===== config.mk =====
export PLATFORM = sky130hd
export DESIGN_NAME = ocu_top
export DESIGN_NICKNAME = d
export VERILOG_FILES = /design/src/rtl/ocu_pkg.sv /design/src/rtl/ocu_ctrl.sv /design/src/rtl/ocu_dpath.sv /design/src/rtl/ocu_top.sv
export SDC_FILE = /design/constraint.sdc
export NUM_CORES = 1
export LEC_CHECK = 0
export BUFFER_PORTS_ARGS = -buffer_cell sky130_fd_sc_hd__buf_2
export CORE_MARGIN = 2
export CORE_UTILIZATION = 40
export CTS_CLUSTER_DIAMETER = 50
export DETAILED_ROUTE_END_ITERATION = 10
export GPL_TIMING_DRIVEN = 1
export HOLD_SLACK_MARGIN = 0.05
export PLACE_DENSITY = 0.64
export SETUP_SLACK_MARGIN = 0.02
export SLEW_MARGIN = 30
export SYNTH_ARGS = -nofsm -noshare
export SYNTH_HDL_FRONTEND = slang
export SYNTH_SLANG_ARGS = --single-unit

===== constraint.sdc =====
create_clock -name clk -period 4.3 [get_ports clk]
set_input_delay 0.86 -clock clk [delete_from_list [all_inputs] [get_ports clk]]
set_output_delay 0.86 -clock clk [all_outputs]
set_load 0.01 [all_outputs]

===== src/rtl/ocu_pkg.sv =====
package ocu_pkg;

  localparam int BYTE_W = 8;
  localparam int ADDR_W = 2;

  localparam logic [ADDR_W-1:0] ADDR_HI  = 2'd0;
  localparam logic [ADDR_W-1:0] ADDR_LO  = 2'd1;
  localparam logic [ADDR_W-1:0] ADDR_CTL = 2'd2;

  localparam int CTL_IE   = 0;
  localparam int CTL_LVL  = 1;
  localparam int CTL_FLAG = 7;

  // strobes from control to datapath
  typedef struct packed {
    logic tick;     // end of prescaler period
    logic cmpEn;    // interlock open
    logic wrHi;
    logic wrLo;
    logic wrCtl;
    logic clrFlag;
  } ocuStrobe_t;

endpackage


===== src/rtl/ocu_ctrl.sv =====
module ocu_ctrl
  import ocu_pkg::*;
#(
  parameter int PRE_DIV = 4
) (
  input  logic              clk,
  input  logic              rstN,
  input  logic [ADDR_W-1:0] busAddr,
  input  logic              busWe,
  input  logic              flagClr,
  output ocuStrobe_t        strb
);

  localparam int PH_W = (PRE_DIV > 1) ? $clog2(PRE_DIV) : 1;
  localparam logic [PH_W-1:0] PH_LAST = PH_W'(PRE_DIV - 1);

  logic tickInt;
  logic inhibit;

  generate
    if (PRE_DIV > 1) begin : g_prescale
      logic [PH_W-1:0] phase;
      always_ff @(posedge clk or negedge rstN) begin
        if (!rstN) begin
          phase <= '0;
        end else if (phase == PH_LAST) begin
          phase <= '0;
        end else begin
          phase <= phase + PH_W'(1);
        end
      end
      assign tickInt = (phase == PH_LAST);
    end else begin : g_noprescale
      assign tickInt = 1'b1;
    end
  endgenerate

  logic hiWrite;
  logic loWrite;
  logic ctlWrite;

  always_comb begin
    hiWrite  = busWe && (busAddr == ADDR_HI);
    loWrite  = busWe && (busAddr == ADDR_LO);
    ctlWrite = busWe && (busAddr == ADDR_CTL);
  end

  // byte-write interlock: high byte arms it, low byte releases it
  always_ff @(posedge clk or negedge rstN) begin
    if (!rstN) begin
      inhibit <= 1'b0;
    end else if (hiWrite) begin
      inhibit <= 1'b1;
    end else if (loWrite) begin
      inhibit <= 1'b0;
    end
  end

  always_comb begin
    strb.tick    = tickInt;
    strb.cmpEn   = !inhibit;
    strb.wrHi    = hiWrite;
    strb.wrLo    = loWrite;
    strb.wrCtl   = ctlWrite;
    strb.clrFlag = flagClr;
  end

endmodule


===== src/rtl/ocu_dpath.sv =====
module ocu_dpath
  import ocu_pkg::*;
(
  input  logic                clk,
  input  logic                rstN,
  input  ocuStrobe_t          strb,
  input  logic [ADDR_W-1:0]   busAddr,
  input  logic [BYTE_W-1:0]   busWdata,
  output logic [BYTE_W-1:0]   busRdata,
  output logic                cmpPin,
  output logic                cmpIrq,
  output logic [2*BYTE_W-1:0] cntObs,
  output logic                matchObs,
  output logic                flagObs,
  output logic                ieObs,
  output logic                lvlObs
);

  localparam int CNT_W = 2 * BYTE_W;

  logic [CNT_W-1:0]  count;
  logic [BYTE_W-1:0] cmpHi;
  logic [BYTE_W-1:0] cmpLo;
  logic              flag;
  logic              intEn;
  logic              level;
  logic              pinLatch;
  logic              matchHit;

  // free-running counter
  always_ff @(posedge clk or negedge rstN) begin
    if (!rstN) begin
      count <= '0;
    end else if (strb.tick) begin
      count <= count + CNT_W'(1);
    end
  end

  // compare bytes: no reset, kept across reset
  always_ff @(posedge clk) begin
    if (strb.wrHi) begin
      cmpHi <= busWdata;
    end
    if (strb.wrLo) begin
      cmpLo <= busWdata;
    end
  end

  always_comb begin
    matchHit = strb.tick && strb.cmpEn && (count == {cmpHi, cmpLo});
  end

  // control bits
  always_ff @(posedge clk or negedge rstN) begin
    if (!rstN) begin
      intEn <= 1'b0;
      level <= 1'b0;
    end else if (strb.wrCtl) begin
      intEn <= busWdata[CTL_IE];
      level <= busWdata[CTL_LVL];
    end
  end

  // sticky flag, match beats clear
  always_ff @(posedge clk or negedge rstN) begin
    if (!rstN) begin
      flag <= 1'b0;
    end else if (matchHit) begin
      flag <= 1'b1;
    end else if (strb.clrFlag) begin
      flag <= 1'b0;
    end
  end

  // pin latch loads on every valid match
  always_ff @(posedge clk or negedge rstN) begin
    if (!rstN) begin
      pinLatch <= 1'b0;
    end else if (matchHit) begin
      pinLatch <= level;
    end
  end

  always_comb begin
    busRdata = '0;
    case (busAddr)
      ADDR_HI:  busRdata = cmpHi;
      ADDR_LO:  busRdata = cmpLo;
      ADDR_CTL: begin
        busRdata[CTL_IE]   = intEn;
        busRdata[CTL_LVL]  = level;
        busRdata[CTL_FLAG] = flag;
      end
      default:  busRdata = '0;
    endcase
  end

  assign cmpPin   = pinLatch;
  assign cmpIrq   = flag && intEn;
  assign cntObs   = count;
  assign matchObs = matchHit;
  assign flagObs  = flag;
  assign ieObs    = intEn;
  assign lvlObs   = level;

endmodule


===== src/rtl/ocu_top.sv =====
module ocu_top
  import ocu_pkg::*;
#(
  parameter int PRE_DIV = 4
) (
  input  logic              clk,
  input  logic              rstN,
  input  logic [1:0]        busAddr,
  input  logic              busWe,
  input  logic [7:0]        busWdata,
  output logic [7:0]        busRdata,
  input  logic              flagClr,
  output logic              cmpPin,
  output logic              cmpIrq
);

  localparam int CNT_W = 2 * BYTE_W;

  ocuStrobe_t       strb;
  logic [CNT_W-1:0] cntObs;
  logic             matchObs;
  logic             flagObs;
  logic             ieObs;
  logic             lvlObs;
  logic             tickObs;
  logic             inhibitObs;

  ocu_ctrl #(.PRE_DIV(PRE_DIV)) u_ctrl (
    .clk     (clk),
    .rstN    (rstN),
    .busAddr (busAddr),
    .busWe   (busWe),
    .flagClr (flagClr),
    .strb    (strb)
  );

  ocu_dpath u_dpath (
    .clk      (clk),
    .rstN     (rstN),
    .strb     (strb),
    .busAddr  (busAddr),
    .busWdata (busWdata),
    .busRdata (busRdata),
    .cmpPin   (cmpPin),
    .cmpIrq   (cmpIrq),
    .cntObs   (cntObs),
    .matchObs (matchObs),
    .flagObs  (flagObs),
    .ieObs    (ieObs),
    .lvlObs   (lvlObs)
  );

  assign tickObs    = strb.tick;
  assign inhibitObs = !strb.cmpEn;

endmodule


==> results of run 1 <==
## power breakdown
| group | switching (mW) | internal (mW) |
|---|---|---|
| sequential | 0.00959 | 0.401 |
| combinational | 0.0253 | 0.0210 |
| clock | 0.120 | 0.170 |
## flip-flops by register name (all words and copies together) (netlist names)
signal,flops
u_ctrl.g_prescale.phase,2
u_dpath.flagObs,1
u_dpath.ieObs,1
u_dpath.cntObs,16
u_dpath.cmpHi,8
u_ctrl.inhibit,1
u_dpath.lvlObs,1
u_dpath.cmpLo,8
u_dpath.cmpPin,1
## cells in the mapped netlist
cell type | n | area (µm²)
a21o_1 | 1 | 7.51
buf_2 | 1 | 5.00
mux2_1 | 1 | 11.3
dfrtp_1 | 23 | 576
nand4_1 | 7 | 43.8
nor3b_1 | 1 | 7.51
xor2_1 | 16 | 140
nor3_1 | 2 | 10.0
nor2_1 | 9 | 33.8
clkbuf_1 | 1 | 3.75
nand2_1 | 10 | 37.5
nand3b_1 | 1 | 7.51
edfxtp_1 | 16 | 480
and2_1 | 1 | 6.26
or4_1 | 1 | 7.51
xnor2_1 | 15 | 131
mux2_2 | 3 | 33.8
clkbuf_2 | 2 | 10.0
nand3_1 | 2 | 10.0
nor2b_1 | 1 | 6.26
inv_1 | 4 | 15.0
ha_1 | 2 | 25.0
o21ai_0 | 4 | 20.0
mux2i_1 | 8 | 80.1
nor4_2 | 1 | 12.5
nor4_1 | 2 | 12.5
and3_1 | 1 | 6.26
nor4b_2 | 1 | 15.0
## logic make-up (layout without fill, tap and decap cells)
family	after synthesis	count (layout)	synth area share, %
and+or+nand+nor	40	40	12.3
DFF	39	39	60.2
adders and majority gates	2	2	1.43
buffers and inverters	8	36	1.92
muxes	12	12	7.13
xor gates and xnor gates	31	31	15.5
AOI/OAI and AO/OA	5	5	1.57
## metrics by stage
step                cells  worst slack (ps)  hold WS (ps)
global route          217              1630           476
global placement      209              1800           413
detailed placement    209              1750           416
finish                217              1750           438
floorplan             137              1870           403
CTS                   217              1740           433
## final timing paths
kind                                                             end  cells past startpoint
worst max-delay path                                     busRdata[7]                      5
worst min-delay path            u_ctrl.g_prescale.phase[0]$_DFF_PN0_                      1
worst max register to register        u_dpath.cntObs[14]$_DFFE_PN0N_                      5
worst min register to register  u_ctrl.g_prescale.phase[0]$_DFF_PN0_                      1
max in group asynchronous                 u_dpath.cmpPin$_DFFE_PN0P_                      1
min in group asynchronous                 u_dpath.lvlObs$_DFFE_PN0P_                      1
## layout make-up
| type | instances | area (µm²) | area share (%) |
|---|---|---|---|
| Clock buffer | 5 | 68.8 | 3.39 |
| Clock inverter | 3 | 38.8 | 1.91 |
| Inverter | 4 | 15.0 | 0.739 |
| Multi-Input combinational cell | 90 | 666 | 32.8 |
| Sequential cell | 39 | 1060 | 52.0 |
| Tap cell | 52 | 65.1 | 3.20 |
| Timing Repair Buffer | 24 | 123 | 6.03 |
## placed cells by master (no fill, tap or decap), types with 5 or more instances in the layout
cell type,synthesis,routed
clkbuf_8,0,5
nand2_1,10,10
buf_2,1,23
dfrtp_1,23,23
nor2_1,9,9
edfxtp_1,16,16
nand4_1,7,7
xnor2_1,15,15
xor2_1,16,16
mux2i_1,8,8
## per-layer routing
layer | share of wire [%] | GRT usage, % | wire [µm]
met2 | 49 | 24.6 | 1630
met3 | 2.6 | 3.46 | 87
met4 | 0.58 | 5.13 | 19
met5 | 0 | 0 | 0
met1 | 47 | 18.9 | 1560
==> summary.md, run 1 <==
| Metric | Value |
|---|---|
| Clk slew on worst S/H paths | `70 ps` |
| First-pass GRT wire length | `5580 µm` |
| Die area | `0.00493 mm²` |
| Gp weighted congestion | `0.741` |
| WL/cell | `15.2 µm` |
| CTS tree | `yes` |
| Pwr Total | `747 µW` |
| Hold Path Class | `reg -> reg` |
| Fin. max-slew vios | `0` |
| Final Util | `47.3%` |
| Critical Path RT | `3440 ps` |
| CP Launch Type | `primary input` |
| Status | `complete, no violations` |
| Tightest Pin Transition | `753 ps` |
| PwrDens | `368 mW/mm²` |
| DR DRC count | `0` |
| Core Box Area | `0.00429 mm²` |
| Aggregate global-route resource usage | `14.8%` |
| H-Tree Depth | `2` |
| Yosys reg bits | `39` |
| Slowest stage delay, CP | `280 ps` |
| Setup-failing EPs final | `0` |
| Fin crit period | `2550 ps` |
| Cell class contributing the biggest share of worst-path delay | `buffers and inverters` |
| Worst rel slew slack | `49.7%` |
| Leak | `0.915 nW` |
| Total cell area at the placement stage | `0.00192 mm²` |
| Setup TNS | `0 ps` |
| Worst VDD drop | `226 µV` |
| Antenna Cells | `0` |
| Critical-path cell list | `buf_2, nor2b_1, nand2_1, o21ai_0, buf_2` |
| Row count | `24` |
| Hold buffers post-CTS | `0` |
| Maximum clock rate | `392 MHz` |
| Max Cap Viol | `0` |
| Crit share post-route | `59.3%` |
| DR vias/cell | `4.93` |
| # nets final | `180` |
| Most repeated library cell on the critical path | `buf_2` |
| WP data arrival | `1690 ps` |
| Vias in the first global route | `1,123` |
| Starting density of the core | `40.9%` |
| Total gr overflow | `0` |
| R2R Path Start | `u_ctrl.g_prescale.phase[0]$_DFF_PN0_` |
| Gate Count Post-Synth | `137` |
| Fraction of layout cells with a size suffix above 1 | `21.8%` |
| Area Growth Syn to Fin | `15.8%` |
| PostCTS Resize Cnt | `0` |
| Average size of a mapped cell | `12.8 µm²` |
| Drt first-iter violations | `40` |
| CTS Buffer Depth | `2` |
| Worst path bufs/invs | `2` |
| TritonCTS Buffers | `5` |
| Final HPWL DP | `2510 µm` |
| Pre-antenna DRT Iters | `4` |
| Post-CTS Setup Inserts | `0` |
| Initial antenna violation count | `0` |
| Final ANT Viol Nets | `0` |
| # fillers | `398` |
| Vias post-DR | `1,069` |
| Final WL | `3290 µm` |
| Final non-filler cell area | `0.00203 mm²` |
| Hold Crit Start | `u_ctrl.g_prescale.phase[0]$_DFF_PN0_` |
| Clock Tree Root | `clkbuf_8` |
| Net Count, Synth | `153` |
| CTS sink count | `39` |
| I/O Pins | `24` |
| RSZ-0062 raised after global routing | `false` |
| Synthesis warning total | `0` |
| CP Class | `in -> out` |
| Die extent in x | `70.2 µm` |
| R2R setup slack | `2540 ps` |
| Worst setup path startpoint | `busAddr[0]` |
| Unique cell type count in the Yosys netlist | `28` |
| Sequential share of the synthesized area | `60.2%` |
| Endpoint kind of the worst setup timing path | `output pin` |
| Worst-skew pair later-pin latency | `280 ps` |
| Die Height | `70.2 µm` |
| Netlist Area Pre-Place | `0.00176 mm²` |
| Crit Path Max Fanout | `11` |
| Largest net degree at the start of global routing | `24` |
| Final Hold Viols | `0` |
| Slowest-stage cell, CP | `nor2b_1` |
| Final clock skew | `3.93 ps` |
| PortBufs | `23` |
No activity file was read; power rests on OpenSTA's default activity.
==> inputs of run 2 (changes only) <==
ABC_AREA = 1   (was not set)
PLACE_DENSITY = 0.63   (was 0.64)
clock period = 2.4 ns   (was 4.3 ns; I/O delays follow)
==> summary.md, run 2 <==
| Metric | Value |
|---|---|
| Fraction of layout cells with a size suffix above 1 | `20.2% (was 21.8%)` |
| Core Box Area | `0.00472 mm² (was 0.00429 mm²)` |
| Gr busiest metal | `met2 (unchanged)` |
| Worst rel slew slack | `65.7% (was 49.7%)` |
| Seq pwr share | `58.0% (was 55.0%)` |
| CTS sink count | `39 (unchanged)` |
| Setup TNS | `0 ps (unchanged)` |
| R2R Path Start | `u_ctrl.g_prescale.phase[0]$_DFF_PN0_ (unchanged)` |
| Gp weighted congestion | `0.860 (was 0.741)` |
| I/O Pins | `24 (unchanged)` |
| Total cell area at the placement stage | `0.00217 mm² (was 0.00192 mm²)` |
| Final HPWL DP | `3070 µm (was 2510 µm)` |
| GR Util met1 | `20.4% (was 18.9%)` |
| Average size of a mapped cell | `9.15 µm² (was 12.8 µm²)` |
| Final WL | `3820 µm (was 3290 µm)` |
| Pre-antenna DRT Iters | `4 (unchanged)` |
| Net Count, Synth | `231 (was 153)` |
| Sw frac | `24.4% (was 20.8%)` |
| Final non-filler cell area | `0.00226 mm² (was 0.00203 mm²)` |
| Row count | `25 (was 24)` |
| CTS Buffer Depth | `2 (unchanged)` |
| EDFF count, synth | `16 (unchanged)` |
| CP Class | `in -> out (unchanged)` |
| Compound-Gate Fraction of Synth Area | `4.77% (was 1.57%)` |
| Gate Count Post-Synth | `215 (was 137)` |
| Crit share post-route | `80.7%` |
| # nets final | `262 (was 180)` |
| PwrDens | `560 mW/mm² (was 368 mW/mm²)` |
| FFs w/ async S/R, synth | `59.0% (unchanged)` |
| Synthesis warning total | `0 (unchanged)` |
| Post-synthesis adder-cell area fraction | `1.27% (was 1.43%)` |
| GR met3 Demand/Resource | `3.79% (was 3.46%)` |
| Area fraction of the dominant cell type after synthesis | `29.3% (was 32.8%)` |
| Max Cap Viol | `0 (unchanged)` |
| Final ANT Viol Nets | `0 (unchanged)` |
| Logic pwr share | `6.9% (was 6.2%)` |
| Final Hold Viols | `0 (unchanged)` |
| Post-synthesis xor/xnor area fraction | `5.34% (was 15.5%)` |
| Maximum clock rate | `516 MHz` |
| Post-CTS Setup Inserts | `0 (unchanged)` |
| Final clock skew | `11.4 ps (was 3.93 ps)` |
| Clk pwr share | `35.1% (was 38.8%)` |
| Starting density of the core | `41.6% (was 40.9%)` |
| Hold Path Class | `in -> async (was reg -> reg)` |
| Netlist Area Pre-Place | `0.00197 mm² (was 0.00176 mm²)` |
| PortBufs | `23 (unchanged)` |
| WL/cell | `12.2 µm (was 15.2 µm)` |
| Vias post-DR | `1,424 (was 1,069)` |
| Worst setup path startpoint | `busAddr[0] (unchanged)` |
| Area Growth Syn to Fin | `14.8% (was 15.8%)` |
| Aggregate global-route resource usage | `15.5% (was 14.8%)` |
| Internal Power | `956 µW (was 592 µW)` |
| DR DRC count | `0 (unchanged)` |
| Crit Path Max Fanout | `6 (was 11)` |
| Largest net degree at the start of global routing | `24 (unchanged)` |
| Die Height | `74.1 µm (was 70.2 µm)` |
| First-pass GRT wire length | `6270 µm (was 5580 µm)` |
| H-Tree Depth | `2 (unchanged)` |
| P_sw | `308 µW (was 155 µW)` |
| Post-synthesis simple-gate area fraction | `25.8% (was 12.3%)` |
| Die area | `0.00549 mm² (was 0.00493 mm²)` |
| Hold buffers post-CTS | `0 (unchanged)` |
| Sequential share of the synthesized area | `53.7% (was 60.2%)` |
| CTS tree | `yes (unchanged)` |
| Top-count cell post-synth | `nand2_1 (was dfrtp_1)` |
| Worst VDD drop | `371 µV (was 226 µV)` |
| Synth top area cells | `dfrtp_1, edfxtp_1, nand2_1 (was dfrtp_1, edfxtp_1, xor2_1)` |
| Mux share of post-synthesis cell area | `1.15% (was 7.13%)` |
| CP Launch Type | `primary input (unchanged)` |
| Initial antenna violation count | `0 (unchanged)` |
| Total gr overflow | `0 (unchanged)` |
| Tightest Pin Transition | `515 ps (was 753 ps)` |
| Pwr Total | `1.26 mW (was 747 µW)` |
| Fin. max-slew vios | `0 (unchanged)` |
| Post-synth top cells | `nand2_1, inv_1, dfrtp_1, edfxtp_1, nor2_1 (was dfrtp_1, edfxtp_1, xor2_1, xnor2_1, nand2_1)` |
| Setup-failing EPs final | `0 (unchanged)` |
| R2r worst-path depth | `8 (was 5)` |
| Fin crit period | `1940 ps` |
| Commonest cells after routing, fill and taps aside | `nand2_1, inv_1, buf_2, dfrtp_1, edfxtp_1 (was buf_2, dfrtp_1, xor2_1, edfxtp_1, xnor2_1)` |
| TritonCTS Buffers | `5 (unchanged)` |
| Combinational family with the most area after synthesis | `simple AND/OR/NAND/NOR gates (was XOR/XNOR gates)` |
| RSZ-0062 raised after global routing | `false (unchanged)` |
| DR vias/cell | `4.54 (was 4.93)` |
| Leak | `1.16 nW (was 0.915 nW)` |
| Die extent in x | `74.1 µm (was 70.2 µm)` |
| Drt first-iter violations | `71 (was 40)` |
| Worst-skew pair later-pin latency | `300 ps (was 280 ps)` |
| Ys flop type | `dfrtp_1 (unchanged)` |
| WP data arrival | `1460 ps (was 1690 ps)` |
| Vias in the first global route | `1,310 (was 1,123)` |
| Unique cell type count in the Yosys netlist | `26 (was 28)` |
| Endpoint kind of the worst setup timing path | `output pin (unchanged)` |
| Clk slew on worst S/H paths | `80 ps (was 70 ps)` |
| Critical Path RT | `1920 ps (was 3440 ps)` |
| Leading cell type in the layout, fill and taps excluded | `nand2_1` |
| Number of flip-flops in the largest register | `16 (unchanged)` |
| Post-synth top area cell | `dfrtp_1 (unchanged)` |
| Antenna Cells | `0 (unchanged)` |
| Status | `complete, no violations (unchanged)` |
| Clock Tree Root | `clkbuf_8 (unchanged)` |
| Met2 Resource Use GR | `24.9% (was 24.6%)` |
| PostCTS Resize Cnt | `0 (unchanged)` |
| Yosys reg bits | `39 (unchanged)` |
| # fillers | `477 (was 398)` |
-- run 2: changes by cell type after synthesis, sizes merged, moves of 5 or more --
| cell | delta |
|---|---|
| nand2 | +57 |
| xor2 | -5 |
| mux2i | -8 |
| nand3 | +7 |
| inv | +35 |
| xnor2 | -14 |
| o21ai | +7 |
| nor2 | +12 |
-- run 2: final timing paths --
path	endpoint	slack, ps
max	busRdata[7]	460
min	u_dpath.cntObs[9]$_DFFE_PN0N_	150
max reg2reg	u_dpath.cntObs[13]$_DFFE_PN0N_	780
min reg2reg	u_ctrl.g_prescale.phase[0]$_DFF_PN0_	460
max in group asynchronous	u_dpath.cntObs[8]$_DFFE_PN0N_	1900
min in group clk	u_dpath.flagObs$_DFFE_PN0P_	350
-- run 2: layout make-up --
type | count | area [µm²] | share of cell area, %
Tap cell | 67 | 83.8 | 3.71
Sequential cell | 39 | 1060 | 46.8
Multi-Input combinational cell | 136 | 753 | 33.4
Clock buffer | 5 | 68.8 | 3.05
Timing Repair Buffer | 25 | 130 | 5.76
Clock inverter | 3 | 20.0 | 0.886
Inverter | 39 | 146 | 6.48
-- run 2: kinds of logic (layout without fill, tap and decap cells) --
| kind of cell | after synthesis | in the layout |
|---|---|---|
| buffers and inverters | 40 | 72 |
| AO/OA/AOI/OAI | 16 | 16 |
| adder cells (fa/ha/maj) | 2 | 2 |
| AND/OR/NAND/NOR | 104 | 104 |
| flip-flops | 39 | 39 |
| XOR/XNOR | 12 | 12 |
| multiplexers | 2 | 2 |
-- run 2: routing by layer --
| layer | part of all wire (%) | up-vias |
|---|---|---|
| met5 | 0 | - |
| met4 | 1.9 | 0 |
| met3 | 4.1 | 8 |
| met2 | 47 | 35 |
| met1 | 47 | 646 |
| li1 | - | 735 |
-- run 2: power by group through the flow --
stage          clock [mW]  sequential, mW  combinational (mW)
2_1_floorplan           0           0.742              0.0455
3_3_place_gp            0           0.748              0.0880
3_5_place_dp            0           0.748              0.0890
4_1_cts             0.459           0.734              0.0894
5_1_grt             0.481           0.737               0.100
6_report            0.443           0.733              0.0873
-- run 2: metrics by stage --
stage / util (%) / setup WS [ps] / hold WS [ps] / instances
detailed placement: 45.9 / 472 / 458 / 306
CTS: 47.8 / 470 / 166 / 314
finish: 47.8 / 462 / 149 / 314
global route: 47.8 / 306 / 190 / 314
floorplan: - / 765 / 184 / 215
global placement: 45.9 / 540 / 415 / 306
-- run 2: worst max-delay path, stage by stage --
cell	delay, ps
buf_2	90
inv_1	70
nor2_1	270
inv_1	180
o221ai_1	190
buf_2	170
